[src/rtl/tdm_pkg.sv]
package tdm_pkg;
    typedef enum logic [1:0] {
        ST_HUNT = 2'd0,
        ST_CONF = 2'd1,
        ST_LOCK = 2'd2
    } lock_e;
endpackage

[src/rtl/tdm_bit_timer.sv]
module tdm_bit_timer #(
    parameter int SLOTS     = 32,
    parameter int BITS      = 8,
    parameter int SYNC_SLOT = 2,
    localparam int SW = $clog2(SLOTS),
    localparam int BW = $clog2(BITS)
) (
    input  logic          clk_i,
    input  logic          rst_ni,
    input  logic          resync_i,
    output logic [SW-1:0] slot_o,
    output logic          last_bit_o
);
    typedef struct packed {
        logic [SW-1:0] slot;
        logic [BW-1:0] bitc;
    } tmr_s;

    tmr_s tmr_d, tmr_q;

    always_comb begin
        tmr_d = tmr_q;
        if (resync_i) begin
            tmr_d.slot = SW'(SYNC_SLOT);
            tmr_d.bitc = '0;
        end else if (tmr_q.bitc == BW'(BITS - 1)) begin
            tmr_d.bitc = '0;
            tmr_d.slot = (tmr_q.slot == SW'(SLOTS - 1)) ? '0 : tmr_q.slot + SW'(1);
        end else begin
            tmr_d.bitc = tmr_q.bitc + BW'(1);
        end
    end

    always_ff @(posedge clk_i) begin
        if (!rst_ni) tmr_q <= '0;
        else         tmr_q <= tmr_d;
    end

    assign slot_o     = tmr_q.slot;
    assign last_bit_o = (tmr_q.bitc == BW'(BITS - 1));

    // a hunting match puts the next bit at bit 0 of the sync slot
    assert_resync_pos_R2: assert property (@(posedge clk_i) disable iff (!rst_ni)
        resync_i |=> (slot_o == SW'(SYNC_SLOT) && !last_bit_o));

    // the last bit of the last slot is followed by slot 0
    assert_frame_wrap_R1: assert property (@(posedge clk_i) disable iff (!rst_ni)
        (!resync_i && last_bit_o && slot_o == SW'(SLOTS - 1)) |=> (slot_o == '0));
endmodule

[src/rtl/tdm_frame_align.sv]
module tdm_frame_align
    import tdm_pkg::*;
#(
    parameter int SLOTS        = 32,
    parameter int BITS         = 8,
    parameter int MARK_SLOT    = 1,
    parameter int CONFIRM_HITS = 2,
    parameter int MISS_LIMIT   = 3,
    localparam int SW = $clog2(SLOTS),
    localparam int HW = $clog2(CONFIRM_HITS + 1),
    localparam int MW = $clog2(MISS_LIMIT + 1)
) (
    input  logic            clk_i,
    input  logic            rst_ni,
    input  logic            ser_i,
    input  logic [BITS-1:0] marker_i,
    input  logic [SW-1:0]   slot_i,
    input  logic            last_bit_i,
    output logic [BITS-1:0] byte_o,
    output logic            resync_o,
    output logic            locked_o
);
    localparam logic [HW-1:0] HITS_N = HW'(CONFIRM_HITS);
    localparam logic [MW-1:0] MISS_N = MW'(MISS_LIMIT);

    typedef struct packed {
        lock_e          st;
        logic [HW-1:0]  hits;
        logic [MW-1:0]  miss;
        logic [BITS-2:0] sh;
    } aln_s;

    aln_s aln_d, aln_q;

    logic [BITS-1:0] byte_w;
    logic            hit;
    logic            at_mark;
    logic [HW-1:0]   hits_inc;
    logic [MW-1:0]   miss_inc;

    assign byte_w   = {aln_q.sh, ser_i};
    assign hit      = (byte_w == marker_i);
    assign at_mark  = last_bit_i && (slot_i == SW'(MARK_SLOT));
    assign hits_inc = aln_q.hits + HW'(1);
    assign miss_inc = aln_q.miss + MW'(1);

    always_comb begin
        aln_d    = aln_q;
        aln_d.sh = byte_w[BITS-2:0];
        resync_o = 1'b0;
        unique case (aln_q.st)
            ST_HUNT: begin
                if (hit) begin
                    resync_o   = 1'b1;
                    aln_d.miss = '0;
                    if (CONFIRM_HITS <= 1) begin
                        aln_d.st   = ST_LOCK;
                        aln_d.hits = '0;
                    end else begin
                        aln_d.st   = ST_CONF;
                        aln_d.hits = HW'(1);
                    end
                end
            end
            ST_CONF: begin
                if (at_mark) begin
                    if (hit) begin
                        if (hits_inc >= HITS_N) begin
                            aln_d.st   = ST_LOCK;
                            aln_d.hits = '0;
                        end else begin
                            aln_d.hits = hits_inc;
                        end
                    end else begin
                        aln_d.st   = ST_HUNT;
                        aln_d.hits = '0;
                    end
                end
            end
            ST_LOCK: begin
                if (at_mark) begin
                    if (hit) begin
                        aln_d.miss = '0;
                    end else if (miss_inc >= MISS_N) begin
                        aln_d.st   = ST_HUNT;
                        aln_d.miss = '0;
                    end else begin
                        aln_d.miss = miss_inc;
                    end
                end
            end
            default: begin
                aln_d.st = ST_HUNT;
            end
        endcase
    end

    always_ff @(posedge clk_i) begin
        if (!rst_ni) begin
            aln_q    <= '0;
            aln_q.st <= ST_HUNT;
        end else begin
            aln_q <= aln_d;
        end
    end

    assign byte_o   = byte_w;
    assign locked_o = (aln_q.st == ST_LOCK);

    // lock is only gained on the last bit of the marker slot
    assert_lock_at_mark_R3: assert property (@(posedge clk_i) disable iff (!rst_ni)
        $rose(locked_o) |-> $past(at_mark && byte_w == marker_i));

    // lock is only dropped after a wrong marker slot
    assert_drop_on_miss_R5: assert property (@(posedge clk_i) disable iff (!rst_ni)
        $fell(locked_o) |-> $past(at_mark && byte_w != marker_i));

    // realignment never happens while locked
    assert_no_resync_locked_R2: assert property (@(posedge clk_i) disable iff (!rst_ni)
        resync_o |-> !locked_o);
endmodule

[src/rtl/tdm_slot_router.sv]
module tdm_slot_router #(
    parameter int SLOTS    = 32,
    parameter int BITS     = 8,
    parameter int NKEYS    = 4,
    parameter int KEY_SLOT = 2,
    parameter int NCH      = 2,
    parameter int SEL_W    = 4,
    parameter int SEL_BASE = 6,
    localparam int SW = $clog2(SLOTS)
) (
    input  logic                  clk_i,
    input  logic                  rst_ni,
    input  logic                  locked_i,
    input  logic                  last_bit_i,
    input  logic [SW-1:0]         slot_i,
    input  logic [BITS-1:0]       byte_i,
    input  logic [NCH*SEL_W-1:0]  sel_i,
    output logic [NKEYS-1:0]      keys_o,
    output logic [NCH*BITS-1:0]   data_o,
    output logic [NCH-1:0]        vld_o
);
    logic slot_done;
    assign slot_done = locked_i && last_bit_i;

    typedef struct packed {
        logic [NKEYS-1:0] keys;
    } key_s;

    key_s key_d, key_q;

    always_comb begin
        key_d = key_q;
        for (int k = 0; k < NKEYS; k++) begin
            if (slot_done && slot_i == SW'(KEY_SLOT + k)) key_d.keys[k] = byte_i[0];
        end
    end

    always_ff @(posedge clk_i) begin
        if (!rst_ni) key_q <= '0;
        else         key_q <= key_d;
    end

    assign keys_o = key_q.keys;

    // key bits hold while not locked
    assert_keys_hold_R8: assert property (@(posedge clk_i) disable iff (!rst_ni)
        !locked_i |=> $stable(keys_o));

    for (genvar c = 0; c < NCH; c++) begin : g_chan
        typedef struct packed {
            logic [BITS-1:0] data;
            logic            vld;
        } chan_s;

        chan_s ch_d, ch_q;
        logic [SW-1:0] target;

        assign target = SW'(SEL_BASE) + SW'(sel_i[c*SEL_W +: SEL_W]);

        always_comb begin
            ch_d     = ch_q;
            ch_d.vld = 1'b0;
            if (slot_done && slot_i == target) begin
                ch_d.data = byte_i;
                ch_d.vld  = 1'b1;
            end
        end

        always_ff @(posedge clk_i) begin
            if (!rst_ni) ch_q <= '0;
            else         ch_q <= ch_d;
        end

        assign data_o[c*BITS +: BITS] = ch_q.data;
        assign vld_o[c]               = ch_q.vld;

        // a strobe lasts exactly one cycle
        assert_single_pulse_R7: assert property (@(posedge clk_i) disable iff (!rst_ni)
            vld_o[c] |=> !vld_o[c]);

        // a strobe only follows a cycle spent locked
        assert_vld_needs_lock_R8: assert property (@(posedge clk_i) disable iff (!rst_ni)
            vld_o[c] |-> $past(locked_i));

        // codec data holds while not locked
        assert_data_hold_R8: assert property (@(posedge clk_i) disable iff (!rst_ni)
            !locked_i |=> $stable(data_o[c*BITS +: BITS]));
    end
endmodule

[src/rtl/tdm_deframer.sv]
module tdm_deframer #(
    parameter int SLOTS        = 32,
    parameter int BITS         = 8,
    parameter int MARK_SLOT    = 1,
    parameter int NKEYS        = 4,
    parameter int SEL_W        = 4,
    parameter int SEL_BASE     = 6,
    parameter int CONFIRM_HITS = 2,
    parameter int MISS_LIMIT   = 3,
    localparam int KEY_SLOT = MARK_SLOT + 1,
    localparam int NCH      = 2,
    localparam int SW       = $clog2(SLOTS)
) (
    input  logic             clk_i,
    input  logic             rst_ni,
    input  logic             ser_i,
    input  logic [BITS-1:0]  marker_i,
    input  logic [SEL_W-1:0] sel_a_i,
    input  logic [SEL_W-1:0] sel_b_i,
    output logic [NKEYS-1:0] keys_o,
    output logic [BITS-1:0]  codec_a_o,
    output logic             codec_a_vld_o,
    output logic [BITS-1:0]  codec_b_o,
    output logic             codec_b_vld_o,
    output logic             locked_o
);
    logic [SW-1:0]       slot_w;
    logic                last_bit_w;
    logic                resync_w;
    logic                locked_w;
    logic [BITS-1:0]     byte_w;
    logic [NCH*BITS-1:0] data_w;
    logic [NCH-1:0]      vld_w;

    tdm_bit_timer #(
        .SLOTS    (SLOTS),
        .BITS     (BITS),
        .SYNC_SLOT(KEY_SLOT)
    ) u_timer (
        .clk_i     (clk_i),
        .rst_ni    (rst_ni),
        .resync_i  (resync_w),
        .slot_o    (slot_w),
        .last_bit_o(last_bit_w)
    );

    tdm_frame_align #(
        .SLOTS       (SLOTS),
        .BITS        (BITS),
        .MARK_SLOT   (MARK_SLOT),
        .CONFIRM_HITS(CONFIRM_HITS),
        .MISS_LIMIT  (MISS_LIMIT)
    ) u_align (
        .clk_i     (clk_i),
        .rst_ni    (rst_ni),
        .ser_i     (ser_i),
        .marker_i  (marker_i),
        .slot_i    (slot_w),
        .last_bit_i(last_bit_w),
        .byte_o    (byte_w),
        .resync_o  (resync_w),
        .locked_o  (locked_w)
    );

    tdm_slot_router #(
        .SLOTS   (SLOTS),
        .BITS    (BITS),
        .NKEYS   (NKEYS),
        .KEY_SLOT(KEY_SLOT),
        .NCH     (NCH),
        .SEL_W   (SEL_W),
        .SEL_BASE(SEL_BASE)
    ) u_router (
        .clk_i     (clk_i),
        .rst_ni    (rst_ni),
        .locked_i  (locked_w),
        .last_bit_i(last_bit_w),
        .slot_i    (slot_w),
        .byte_i    (byte_w),
        .sel_i     ({sel_b_i, sel_a_i}),
        .keys_o    (keys_o),
        .data_o    (data_w),
        .vld_o     (vld_w)
    );

    assign codec_a_o     = data_w[BITS-1:0];
    assign codec_b_o     = data_w[2*BITS-1:BITS];
    assign codec_a_vld_o = vld_w[0];
    assign codec_b_vld_o = vld_w[1];
    assign locked_o      = locked_w;
endmodule

[config.mk]
export PLATFORM = sky130hd
export DESIGN_NAME = tdm_deframer
export DESIGN_NICKNAME = d
export VERILOG_FILES = /design/src/rtl/tdm_pkg.sv /design/src/rtl/tdm_bit_timer.sv /design/src/rtl/tdm_frame_align.sv /design/src/rtl/tdm_slot_router.sv /design/src/rtl/tdm_deframer.sv
export SDC_FILE = /design/constraint.sdc
export NUM_CORES = 1
export LEC_CHECK = 0
export BUFFER_PORTS_ARGS = -buffer_cell sky130_fd_sc_hd__clkbuf_2
export CORE_ASPECT_RATIO = 0.6
export CORE_MARGIN = 1.5
export CORE_UTILIZATION = 30
export CTS_CLUSTER_DIAMETER = 50
export DETAILED_ROUTE_END_ITERATION = 10
export PLACE_DENSITY = 0.57
export SKIP_LAST_GASP = 1
export SYNTH_ARGS = -nofsm -noshare
export SYNTH_HDL_FRONTEND = slang
export SYNTH_HIERARCHICAL = 1
export SYNTH_SLANG_ARGS = --single-unit
export TNS_END_PERCENT = 50
[constraint.sdc]
create_clock -name clk_i -period 1.7 [get_ports clk_i]
set_clock_uncertainty 0.1 [all_clocks]
set_input_delay 0.085 -clock clk_i [delete_from_list [all_inputs] [get_ports clk_i]]
set_output_delay 0.085 -clock clk_i [all_outputs]
set_load 0.005 [all_outputs]
==> reports/summary.json, run 1 <==
{
  "placementRows": {"value": 23},
  "synthFlopType": {"value": "dfxtp_1"},
  "placement.setup.worst_slack": {"value": -0.0869, "unit": "ns"},
  "postLayoutCellArea": {"value": 2660, "unit": "um2"},
  "synth_fa_ha_area_share": {"value": 4.06, "unit": "%"},
  "synthesis.area_per_instance": {"value": 9.54, "unit": "um2"},
  "number_of_remaining_drc_errors": {"value": 0},
  "fraction_of_power_consumed_by_the_clock_network": {"value": 44.4, "unit": "%"},
  "outcome": {"value": "complete, no violations"},
  "clock_path_buffers": {"value": 2},
  "drt_iter0_markers": {"value": 87},
  "first_global_vias": {"value": 1485},
  "initial_core_util": {"value": 31.6, "unit": "%"},
  "die_w": {"value": 112, "unit": "um"},
  "cts_inserted_buffers": {"value": 5},
  "grt_start_max_net_pins": {"value": 23},
  "die-area": {"value": 7720, "unit": "um2"},
  "syn-cell-area": {"value": 2160, "unit": "um2"},
  "globalRouteMet1Util": {"value": 18.0, "unit": "%"},
  "ys_warn_count": {"value": 6},
  "endpoint": {"value": "u_align/aln_q[12]"},
  "setup-violations-final": {"value": 0},
  "count_of_nets_after_finishing": {"value": 297},
  "detailroute.via_count": {"value": 1606},
  "mostFrequentLayoutCell": {"value": "clkbuf_2"},
  "area_of_the_core_region": {"value": 6820, "unit": "um2"},
  "timing_worst_slew_pin_value": {"value": 0.344, "unit": "ns"},
  "fin_crit": {"value": 1.63, "unit": "ns"},
  "required_time_worst_endpoint": {"value": 1.77, "unit": "ns"},
  "fmax": {"value": 613, "unit": "MHz"},
  "ctsHtreeMaxLevel": {"value": 2},
  "power_report.internal_total": {"value": 1.63, "unit": "mW"},
  "power.switching": {"value": 0.458, "unit": "mW"},
  "synth_xor_area_share": {"value": 8.53, "unit": "%"},
  "clock_sinks": {"value": 43},
  "syn-instance-count": {"value": 226},
  "fp.dieH": {"value": 68.7, "unit": "um"},
  "flow.area_growth_from_synthesis": {"value": 23.1, "unit": "%"},
  "start_kind": {"value": "flop"},
  "comb_power_share": {"value": 6.2, "unit": "%"},
  "post_dp_cell_area": {"value": 2450, "unit": "um2"},
  "timing.hold.worst.class": {"value": "input port to flop"},
  "grt.total_usage": {"value": 12.2, "unit": "%"},
  "proportion_of_synthesized_chip_area_in_sequential_cells": {"value": 39.9, "unit": "%"},
  "mappedNetlistNets": {"value": 252},
  "drt_wl_total": {"value": 4600, "unit": "um"},
  "slew_margin_rel": {"value": 77.1, "unit": "%"},
  "static-leakage-power": {"value": 1.19, "unit": "nW"},
  "combinational_family_with_the_most_area_after_synthesis": {"value": "simple AND/OR/NAND/NOR gates"},
  "setup_ws": {"value": 0.0684, "unit": "ns"},
  "gp_congestion": {"value": 0.753},
  "critical_path_peak_fanout": {"value": 5},
  "insertedDiodeCount": {"value": 0},
  "worst_r2r_endpoint": {"value": "u_align/aln_q[12]"},
  "place.detailed.hpwl": {"value": 3340, "unit": "um"},
  "dp_cells": {"value": 350},
  "cts_root_buf": {"value": "clkbuf_16"},
  "timing_max_transition_violations_final": {"value": 0},
  "met2_usage": {"value": 16.7, "unit": "%"},
  "timing.critical_path.from": {"value": "u_timer/tmr_q[0]"},
  "setup.reg_to_reg.worst_slack": {"value": 0.07, "unit": "ns"},
  "hold_start": {"value": "ser_i"},
  "switching_share": {"value": 22.0, "unit": "%"},
  "top_usage_layer": {"value": "met1"},
  "synth_mux_area_share": {"value": 10.9, "unit": "%"},
  "synth.lib_cells_used.distinct": {"value": 46},
  "holdWs": {"value": 0.0618, "unit": "ns"},
  "synth_top_area_cell": {"value": "dfxtp_1"},
  "worst_setup_hold_path_clk_slew": {"value": 0.06, "unit": "ns"},
  "post_synth_main_area_contributors": {"value": "dfxtp_1 (40%), mux2i_1 (10%), xnor2_1 (6.5%)"},
  "viasPerCell": {"value": 4.47},
  "total_power": {"value": 2.08, "unit": "mW"},
  "grt_pass1_wl": {"value": 7290, "unit": "um"},
  "number_of_buffers_added_to_fix_hold_violations_after_cts": {"value": 0},
  "ioPinCount": {"value": 42},
  "power.share.sequential": {"value": 49.4, "unit": "%"},
  "rr_startpoint": {"value": "u_timer/tmr_q[0]"},
  "portion_of_the_clock_cycle_consumed_by_the_worst_path_in_the_final_layout": {"value": 96.0, "unit": "%"},
  "global_route.overflow_total": {"value": 0},
  "end_kind": {"value": "flop"},
  "timing.setup.critical_path_class": {"value": "flop to flop"},
  "finish.cell_count_without_fillers": {"value": 359},
  "final-hold-violation-count": {"value": 0},
  "synth_edf_count": {"value": 0},
  "synth_async_sr_flop_share": {"value": 0, "unit": "%"},
  "worstSkewPairLatency": {"value": 0.28, "unit": "ns"},
  "synth-compound-area-share": {"value": 6.90, "unit": "%"},
  "gr-usage-met3": {"value": 4.37, "unit": "%"},
  "timing.reg2reg.worst_path_depth": {"value": 6},
  "post_synth_and_or_nand_nor_area_fraction": {"value": 20.6, "unit": "%"},
  "cap_viol_max_count": {"value": 0},
  "cp_data_arrival_time": {"value": 1.70, "unit": "ns"},
  "cts_tree": {"value": "yes"},
  "grt_antenna_before_repair": {"value": 0},
  "vdd_drop_max": {"value": 0.355, "unit": "mV"},
  "firstDrtPassIters": {"value": 6},
  "wl_per_cell": {"value": 12.8, "unit": "um"},
  "portBuffers": {"value": 41},
  "layout.cells.most_common_list": {"value": "clkbuf_2 (41), dfxtp_1 (38), nand2_1 (26), mux2i_1 (22), buf_4 (17)"},
  "synth_top_area_share": {"value": 39.9, "unit": "%"},
  "ys_ff_latch": {"value": 43},
  "grt_setup_unrepaired": {"value": "true"},
  "power_density": {"value": 785, "unit": "nW/um2"},
  "ant_nets": {"value": 0},
  "fraction_of_final_layout_cells_sized_beyond_drive_strength_1": {"value": 32.0, "unit": "%"}
}
==> cells in the mapped netlist, types with 2 or more instances <==
library cell / n
a21oi_1: 3
and2_1: 8
buf_4: 13
buf_6: 3
clkbuf_1: 4
dfxtp_1: 43
ha_1: 7
inv_1: 12
mux2i_1: 22
nand2_1: 26
nand2b_1: 3
nand3_1: 3
nand4_1: 2
nor2_1: 14
nor2b_1: 3
nor3_1: 2
nor3b_1: 2
nor4_1: 3
o21a_1: 2
o21ai_0: 5
o31ai_1: 2
xnor2_1: 16
xor2_1: 5
==> timing repair <==
action / in CTS / in global routing
buffers inserted: 0 / 1
pin swaps: 2 / 6
gates cloned: 0 / 0
setup endpoints to repair: 23 / 27
gates resized for setup: 5 / 11
==> area by class of cell <==
type                       count  area, um2
timing repair buffer          59        344
multi-input combinational    150       1150
tap                           87        109
sequential                    43        867
clock inverter                 1       5.00
clock buffer                   7        133
fill                         671       4170
inverter                      12       45.0
==> flip-flops by register name, summed over array words and instances (netlist names) <==
signal and flops:
u_align/aln_q 6, u_timer/slot_o 5, u_timer/tmr_q 3, u_router/keys_o 4
u_router/vld_o 2, u_align/byte_o 7, u_router/data_o 16
==> worst min-delay path by stage <==
stage               slack (ns)           endpoint  depth (start not counted)
detailed placement        0.32   u_timer/tmr_q[0]                          1
finish                    0.06  u_align/byte_o[1]                          2
CTS                       0.06  u_align/byte_o[1]                          2
global placement          0.31   u_timer/tmr_q[0]                          1
global route              0.09  u_align/byte_o[1]                          2
floorplan                 0.10  u_timer/slot_o[1]                          1
==> worst max-delay path: stages (launching register included) <==
cell     delay [ns]
dfxtp_2        0.33
ha_4           0.16
ha_4           0.16
nor2b_2        0.19
and4_1         0.19
and2_1         0.16
o221a_1        0.23
==> cell families (layout without fill, tap and decap cells) <==
kind of cell | after synthesis | in the layout
AOI/OAI and AO/OA | 21 | 21
buffers and inverters | 33 | 79
adders and majority gates | 7 | 7
muxes | 23 | 23
xor gates and xnor gates | 21 | 21
DFF | 43 | 43
and+or+nand+nor | 78 | 78
==> routing by layer <==
metal | up-vias | part of all wire, % | wire [um]
met5 | - | 0 | 0
li1 | 845 | - | -
met2 | 41 | 39 | 1810
met3 | 2 | 5.5 | 251
met4 | 0 | 0.65 | 30
met1 | 718 | 55 | 2510
==> stage by stage <==
stage	setup TNS, ns	utilization (%)
5_1_grt	-0.0749	38.9
4_1_cts	-0.0319	38.3
3_3_place_gp	-0.280	35.9
2_1_floorplan	0	-
6_report	0	38.9
3_5_place_dp	-0.896	35.9
==> power by group through the flow <==
stage,Clock [mW],Sequential (mW),Combinational (mW)
after floorplan,0,1.05,0.0838
after global placement,0,1.05,0.123
after detailed placement,0,1.05,0.122
after CTS,0.947,1.03,0.126
after global routing,0.998,1.03,0.145
final,0.926,1.03,0.129
(Power assumes the default switching activity.)
==> run 2: changes to the inputs <==
--- a/config.mk
+++ b/config.mk
@@ -11,7 +11,7 @@
 export CORE_UTILIZATION = 30
 export CTS_CLUSTER_DIAMETER = 50
 export DETAILED_ROUTE_END_ITERATION = 10
-export PLACE_DENSITY = 0.57
+export PLACE_DENSITY = 0.56
 export SKIP_LAST_GASP = 1
 export SYNTH_ARGS = -nofsm -noshare
 export SYNTH_HDL_FRONTEND = slang
==> constraint.sdc (replaced) <==
create_clock -name clk_i -period 2.1 [get_ports clk_i]
set_clock_uncertainty 0.1 [all_clocks]
set_input_delay 0.105 -clock clk_i [delete_from_list [all_inputs] [get_ports clk_i]]
set_output_delay 0.105 -clock clk_i [all_outputs]
set_load 0.005 [all_outputs]
==> reports/summary.json, run 2 (synthesis results as in run 1) <==
{
  "ioPinCount": {"value": 42},
  "worst_setup_hold_path_clk_slew": {"value": 0.06, "unit": "ns"},
  "grt_start_max_net_pins": {"value": 22},
  "placementRows": {"value": 23},
  "drt_iter0_markers": {"value": 51},
  "detailroute.via_count": {"value": 1564},
  "cp_data_arrival_time": {"value": 2.03, "unit": "ns"},
  "cap_viol_max_count": {"value": 0},
  "grt_setup_unrepaired": {"value": "false"},
  "firstDrtPassIters": {"value": 7},
  "portion_of_the_clock_cycle_consumed_by_the_worst_path_in_the_final_layout": {"value": 90.5, "unit": "%"},
  "fraction_of_final_layout_cells_sized_beyond_drive_strength_1": {"value": 24.5, "unit": "%"},
  "endpoint": {"value": "u_align/aln_q[12]"},
  "failing_checks": {"value": "design-rule violations"},
  "final-hold-violation-count": {"value": 0},
  "required_time_worst_endpoint": {"value": 2.22, "unit": "ns"},
  "end_kind": {"value": "flop"},
  "resized_after_cts": {"value": 0},
  "grt.total_usage": {"value": 12.1, "unit": "%"},
  "critical_path.max_stage_delay": {"value": 0.38, "unit": "ns"},
  "grt_antenna_before_repair": {"value": 0},
  "cp_top_delay_family": {"value": "simple AND/OR/NAND/NOR gates"},
  "register_area": {"value": 861, "unit": "um2"},
  "die-area": {"value": 7720, "unit": "um2"},
  "drt_wl_total": {"value": 4380, "unit": "um"},
  "die_w": {"value": 112, "unit": "um"},
  "postLayoutCoreUtil": {"value": 37.6, "unit": "%"},
  "first_global_vias": {"value": 1452},
  "postLayoutCellArea": {"value": 2560, "unit": "um2"},
  "buffers_and_inverters_on_the_worst_path": {"value": 0},
  "total_power": {"value": 1.92, "unit": "mW"},
  "placement.setup.worst_slack": {"value": 0.213, "unit": "ns"},
  "top_usage_layer": {"value": "met1"},
  "rr_startpoint": {"value": "u_timer/tmr_q[0]"},
  "setup_ws": {"value": 0.199, "unit": "ns"},
  "gr-usage-met3": {"value": 4.37, "unit": "%"},
  "critPathSlowestCell": {"value": "nor2b_1"},
  "cts_root_buf": {"value": "clkbuf_16"},
  "start_kind": {"value": "flop"},
  "critPathMostFrequentCell": {"value": "ha_1"},
  "layout.cells.most_common_list": {"value": "dfxtp_1 (43), clkbuf_2 (41), nand2_1 (26), mux2i_1 (22), xnor2_1 (16)"},
  "wl_per_cell": {"value": 12.6, "unit": "um"},
  "timing.setup.critical_path_class": {"value": "flop to flop"},
  "fmax": {"value": 526, "unit": "MHz"},
  "holdWs": {"value": 0.0826, "unit": "ns"},
  "met2_usage": {"value": 16.9, "unit": "%"},
  "fin_crit": {"value": 1.90, "unit": "ns"},
  "timing_worst_slew_pin_value": {"value": 0.449, "unit": "ns"},
  "portBuffers": {"value": 41},
  "cts_tree": {"value": "yes"},
  "initial_core_util": {"value": 31.6, "unit": "%"},
  "area_of_the_core_region": {"value": 6820, "unit": "um2"},
  "timing.critical_path.from": {"value": "u_timer/tmr_q[0]"},
  "largest_register_ff_count": {"value": 16},
  "ctsHtreeMaxLevel": {"value": 2},
  "clock_path_buffers": {"value": 2},
  "worst_r2r_endpoint": {"value": "u_align/aln_q[12]"},
  "flow.area_growth_from_synthesis": {"value": 18.7, "unit": "%"},
  "worstSkewPairLatency": {"value": 0.28, "unit": "ns"},
  "place.detailed.hpwl": {"value": 3270, "unit": "um"},
  "cts_setup_buffers": {"value": 0},
  "setup.reg_to_reg.worst_slack": {"value": 0.20, "unit": "ns"},
  "ant_nets": {"value": 0},
  "dp_cells": {"value": 340},
  "setup-violations-final": {"value": 0},
  "multiInputGateArea": {"value": 1100, "unit": "um2"},
  "num-fill-cells": {"value": 678},
  "worstPathCellList": {"value": "ha_1 > ha_1 > nor2b_1 > and4_1 > and2_1 > o221a_1"},
  "gp_congestion": {"value": 0.725},
  "timing.hold.worst.class": {"value": "input port to flop"},
  "timing_max_transition_violations_final": {"value": 0},
  "mostFrequentLayoutCell": {"value": "dfxtp_1"},
  "post_dp_cell_area": {"value": 2370, "unit": "um2"},
  "viasPerCell": {"value": 4.49},
  "finish.cell_count_without_fillers": {"value": 348},
  "clock_sinks": {"value": 43},
  "globalRouteMet1Util": {"value": 17.3, "unit": "%"},
  "worst-path-stages": {"value": 6},
  "static-leakage-power": {"value": 1.15, "unit": "nW"},
  "fp.dieH": {"value": 68.7, "unit": "um"},
  "number_of_remaining_drc_errors": {"value": 2},
  "outcome": {"value": "complete, but fails checks"},
  "slew_margin_rel": {"value": 70.0, "unit": "%"},
  "power_density": {"value": 749, "unit": "nW/um2"},
  "grt_pass1_wl": {"value": 7130, "unit": "um"},
  "global_route.overflow_total": {"value": 0},
  "totalNegativeSetupSlack": {"value": 0, "unit": "ns"},
  "critical_path_peak_fanout": {"value": 7},
  "cts_inserted_buffers": {"value": 5},
  "timing.reg2reg.worst_path_depth": {"value": 6},
  "count_of_nets_after_finishing": {"value": 286},
  "vdd_drop_max": {"value": 0.310, "unit": "mV"},
  "number_of_buffers_added_to_fix_hold_violations_after_cts": {"value": 0},
  "insertedDiodeCount": {"value": 0}
}
[run 2: final cells by class]
cell class              instances  share of cell area [%]
well taps                      87                    4.25
multi-input cells             150                    42.9
repair buffers                 48                    10.1
flip-flops and latches         43                    33.6
clock buffers                   6                    5.03
inverters                      12                    1.76
clock inverters                 2                    2.34
[run 2: worst min path at each step]
stage,start,endpoint,depth (start not counted)
3_3_place_gp,u_timer/tmr_q[0],u_timer/tmr_q[0],1
3_5_place_dp,u_timer/tmr_q[0],u_timer/tmr_q[0],1
6_report,ser_i,u_align/byte_o[1],2
2_1_floorplan,rst_ni,u_timer/slot_o[1],1
4_1_cts,ser_i,u_align/byte_o[1],2
5_1_grt,ser_i,u_align/byte_o[1],2
[run 2: layer usage]
layer	wire, um	share of wire, %	vias up
met5	0	0	-
met4	43	0.98	0
met3	198	4.5	5
met2	1680	38	28
met1	2450	56	705
li1	-	-	826
[run 2: worst reg2reg max path: cells and delay by family, from the launching register on]
| kind | cells | cell delay (ns) |
|---|---|---|
| simple gates | 3 | 0.81 |
| fa+ha+maj | 2 | 0.44 |
| flops | 1 | 0.33 |
| compound gates | 1 | 0.16 |
[run 2: where the power goes]
| group | total, mW | internal (mW) | switching, mW | leakage, nW |
|---|---|---|---|---|
| clock | 0.990 | 0.682 | 0.309 | 0.0911 |
| sequential | 0.830 | 0.824 | 0.00589 | 0.347 |
| combinational | 0.0974 | 0.0464 | 0.0511 | 0.713 |
| total | 1.92 | 1.55 | 0.366 | 1.15 |
==> run 3: changes to the inputs <==
==> constraint.sdc (replaced) <==
create_clock -name clk_i -period 2 [get_ports clk_i]
set_clock_uncertainty 0.1 [all_clocks]
set_input_delay 0.1 -clock clk_i [delete_from_list [all_inputs] [get_ports clk_i]]
set_output_delay 0.1 -clock clk_i [all_outputs]
set_load 0.005 [all_outputs]
==> reports/summary.json, run 3 (synthesis results as in run 1) <==
{
  "final-hold-violation-count": {"value": 0},
  "fmax": {"value": 549, "unit": "MHz"},
  "layout.cells.most_common_list": {"value": "dfxtp_1 (43), clkbuf_2 (41), nand2_1 (26), mux2i_1 (22), xnor2_1 (16)"},
  "finish.cell_count_without_fillers": {"value": 350},
  "drt_iter0_markers": {"value": 74},
  "timing.reg2reg.worst_path_depth": {"value": 6},
  "grt_start_max_net_pins": {"value": 22},
  "wl_per_cell": {"value": 12.5, "unit": "um"},
  "clock_path_buffers": {"value": 2},
  "vdd_drop_max": {"value": 0.398, "unit": "mV"},
  "fraction_of_final_layout_cells_sized_beyond_drive_strength_1": {"value": 25.5, "unit": "%"},
  "number_of_buffers_added_to_fix_hold_violations_after_cts": {"value": 0},
  "die_w": {"value": 112, "unit": "um"},
  "hold_start": {"value": "ser_i"},
  "area_of_the_core_region": {"value": 6820, "unit": "um2"},
  "die-area": {"value": 7720, "unit": "um2"},
  "critical_path_peak_fanout": {"value": 7},
  "portBuffers": {"value": 41},
  "end_kind": {"value": "flop"},
  "detailroute.via_count": {"value": 1587},
  "worst_setup_hold_path_clk_slew": {"value": 0.06, "unit": "ns"},
  "viasPerCell": {"value": 4.53},
  "timing.setup.critical_path_class": {"value": "flop to flop"},
  "worst_r2r_endpoint": {"value": "u_align/aln_q[12]"},
  "static-leakage-power": {"value": 1.16, "unit": "nW"},
  "worstPathCellList": {"value": "ha_1 > ha_2 > nor2b_1 > and4_1 > and2_1 > o221a_1"},
  "setup-violations-final": {"value": 0},
  "cp_data_arrival_time": {"value": 1.94, "unit": "ns"},
  "firstDrtPassIters": {"value": 6},
  "placement.setup.worst_slack": {"value": 0.151, "unit": "ns"},
  "required_time_worst_endpoint": {"value": 2.12, "unit": "ns"},
  "grt_setup_unrepaired": {"value": "false"},
  "critical_path.max_stage_delay": {"value": 0.33, "unit": "ns"},
  "largest_register_ff_count": {"value": 16},
  "fp.dieH": {"value": 68.7, "unit": "um"},
  "grt_pass1_wl": {"value": 7220, "unit": "um"},
  "holdPathStages": {"value": 2},
  "setup_ws": {"value": 0.179, "unit": "ns"},
  "buffers_and_inverters_on_the_worst_path": {"value": 0},
  "power_density": {"value": 781, "unit": "nW/um2"},
  "fin_crit": {"value": 1.82, "unit": "ns"},
  "postLayoutCoreUtil": {"value": 37.8, "unit": "%"},
  "cts_root_buf": {"value": "clkbuf_16"},
  "critPathSlowestCell": {"value": "dfxtp_1"},
  "ant_nets": {"value": 0},
  "worstSkewPairLatency": {"value": 0.28, "unit": "ns"},
  "mostFrequentLayoutCell": {"value": "dfxtp_1"},
  "flow.area_growth_from_synthesis": {"value": 19.5, "unit": "%"},
  "count_of_nets_after_finishing": {"value": 288},
  "clock_sinks": {"value": 43},
  "setup.reg_to_reg.worst_slack": {"value": 0.18, "unit": "ns"},
  "place.detailed.hpwl": {"value": 3220, "unit": "um"},
  "ctsHtreeMaxLevel": {"value": 2},
  "gp_congestion": {"value": 0.819},
  "cts_tree": {"value": "yes"},
  "holdWs": {"value": 0.0662, "unit": "ns"},
  "portion_of_the_clock_cycle_consumed_by_the_worst_path_in_the_final_layout": {"value": 91.1, "unit": "%"},
  "cap_viol_max_count": {"value": 0},
  "number_of_remaining_drc_errors": {"value": 0},
  "cp_top_delay_family": {"value": "simple AND/OR/NAND/NOR gates"},
  "ioPinCount": {"value": 42},
  "totalNegativeSetupSlack": {"value": 0, "unit": "ns"},
  "first_global_vias": {"value": 1469},
  "grt.total_usage": {"value": 12.0, "unit": "%"},
  "timing_worst_slew_pin_value": {"value": 0.444, "unit": "ns"},
  "rr_startpoint": {"value": "u_timer/tmr_q[0]"},
  "cts_inserted_buffers": {"value": 5},
  "drt_wl_total": {"value": 4380, "unit": "um"},
  "grt_antenna_before_repair": {"value": 0},
  "placementRows": {"value": 23},
  "outcome": {"value": "complete, no violations"},
  "dp_cells": {"value": 342},
  "initial_core_util": {"value": 31.6, "unit": "%"},
  "global_route.overflow_total": {"value": 0},
  "timing.hold.worst.class": {"value": "input port to flop"},
  "timing_max_transition_violations_final": {"value": 0},
  "insertedDiodeCount": {"value": 0},
  "slew_margin_rel": {"value": 70.4, "unit": "%"},
  "hold_path_end": {"value": "u_align/byte_o[1]"},
  "start_kind": {"value": "flop"}
}
==> run 3: final cells by class <==
class / instances / area [um2]
clock buffers: 6 / 129
clock inverters: 2 / 60.1
fillers: 674 / 4240
inverters: 12 / 45.0
multi-input cells: 150 / 1100
flip-flops and latches: 43 / 861
well taps: 87 / 109
repair buffers: 50 / 273
==> run 3: power breakdown <==
part / switching, mW / internal (mW) / leakage (nW)
Combinational: 0.0534 / 0.0495 / 0.720
Sequential: 0.00618 / 0.865 / 0.347
Clock: 0.324 / 0.716 / 0.0911
Total: 0.383 / 1.63 / 1.16
==> run 3: per-stage QoR <==
step	cell area, um2	total power [mW]
6_report	2580	2.01
5_1_grt	2580	2.08
4_1_cts	2580	2.03
3_5_place_dp	2390	0.994
3_3_place_gp	2390	0.995
2_1_floorplan	2160	0.960
==> run 3: worst max path at each step <==
| stage | start | to | cells past startpoint |
|---|---|---|---|
| 5_1_grt | u_timer/slot_o[1] | u_timer/slot_o[2] | 6 |
| 3_5_place_dp | u_timer/tmr_q[0] | u_align/aln_q[12] | 6 |
| 3_3_place_gp | u_timer/tmr_q[0] | u_align/aln_q[12] | 6 |
| 6_report | u_timer/tmr_q[0] | u_align/aln_q[12] | 6 |
| 4_1_cts | u_timer/tmr_q[0] | u_align/aln_q[12] | 6 |
| 2_1_floorplan | u_timer/tmr_q[0] | u_align/aln_q[12] | 6 |
==> run 3: repair_timing <==
item	4_1_cts	5_1_grt
endpoints found under the setup margin	0	1
buffers inserted	0	0
gates resized for setup	0	1
==> run 3: metal layers <==
layer,vias up,wire [um],global-route usage [%]
li1,823,-,-
met5,-,0,0
met4,0,31,3.32
met2,41,1700,16.3
met3,5,260,3.67
met1,718,2390,18.0
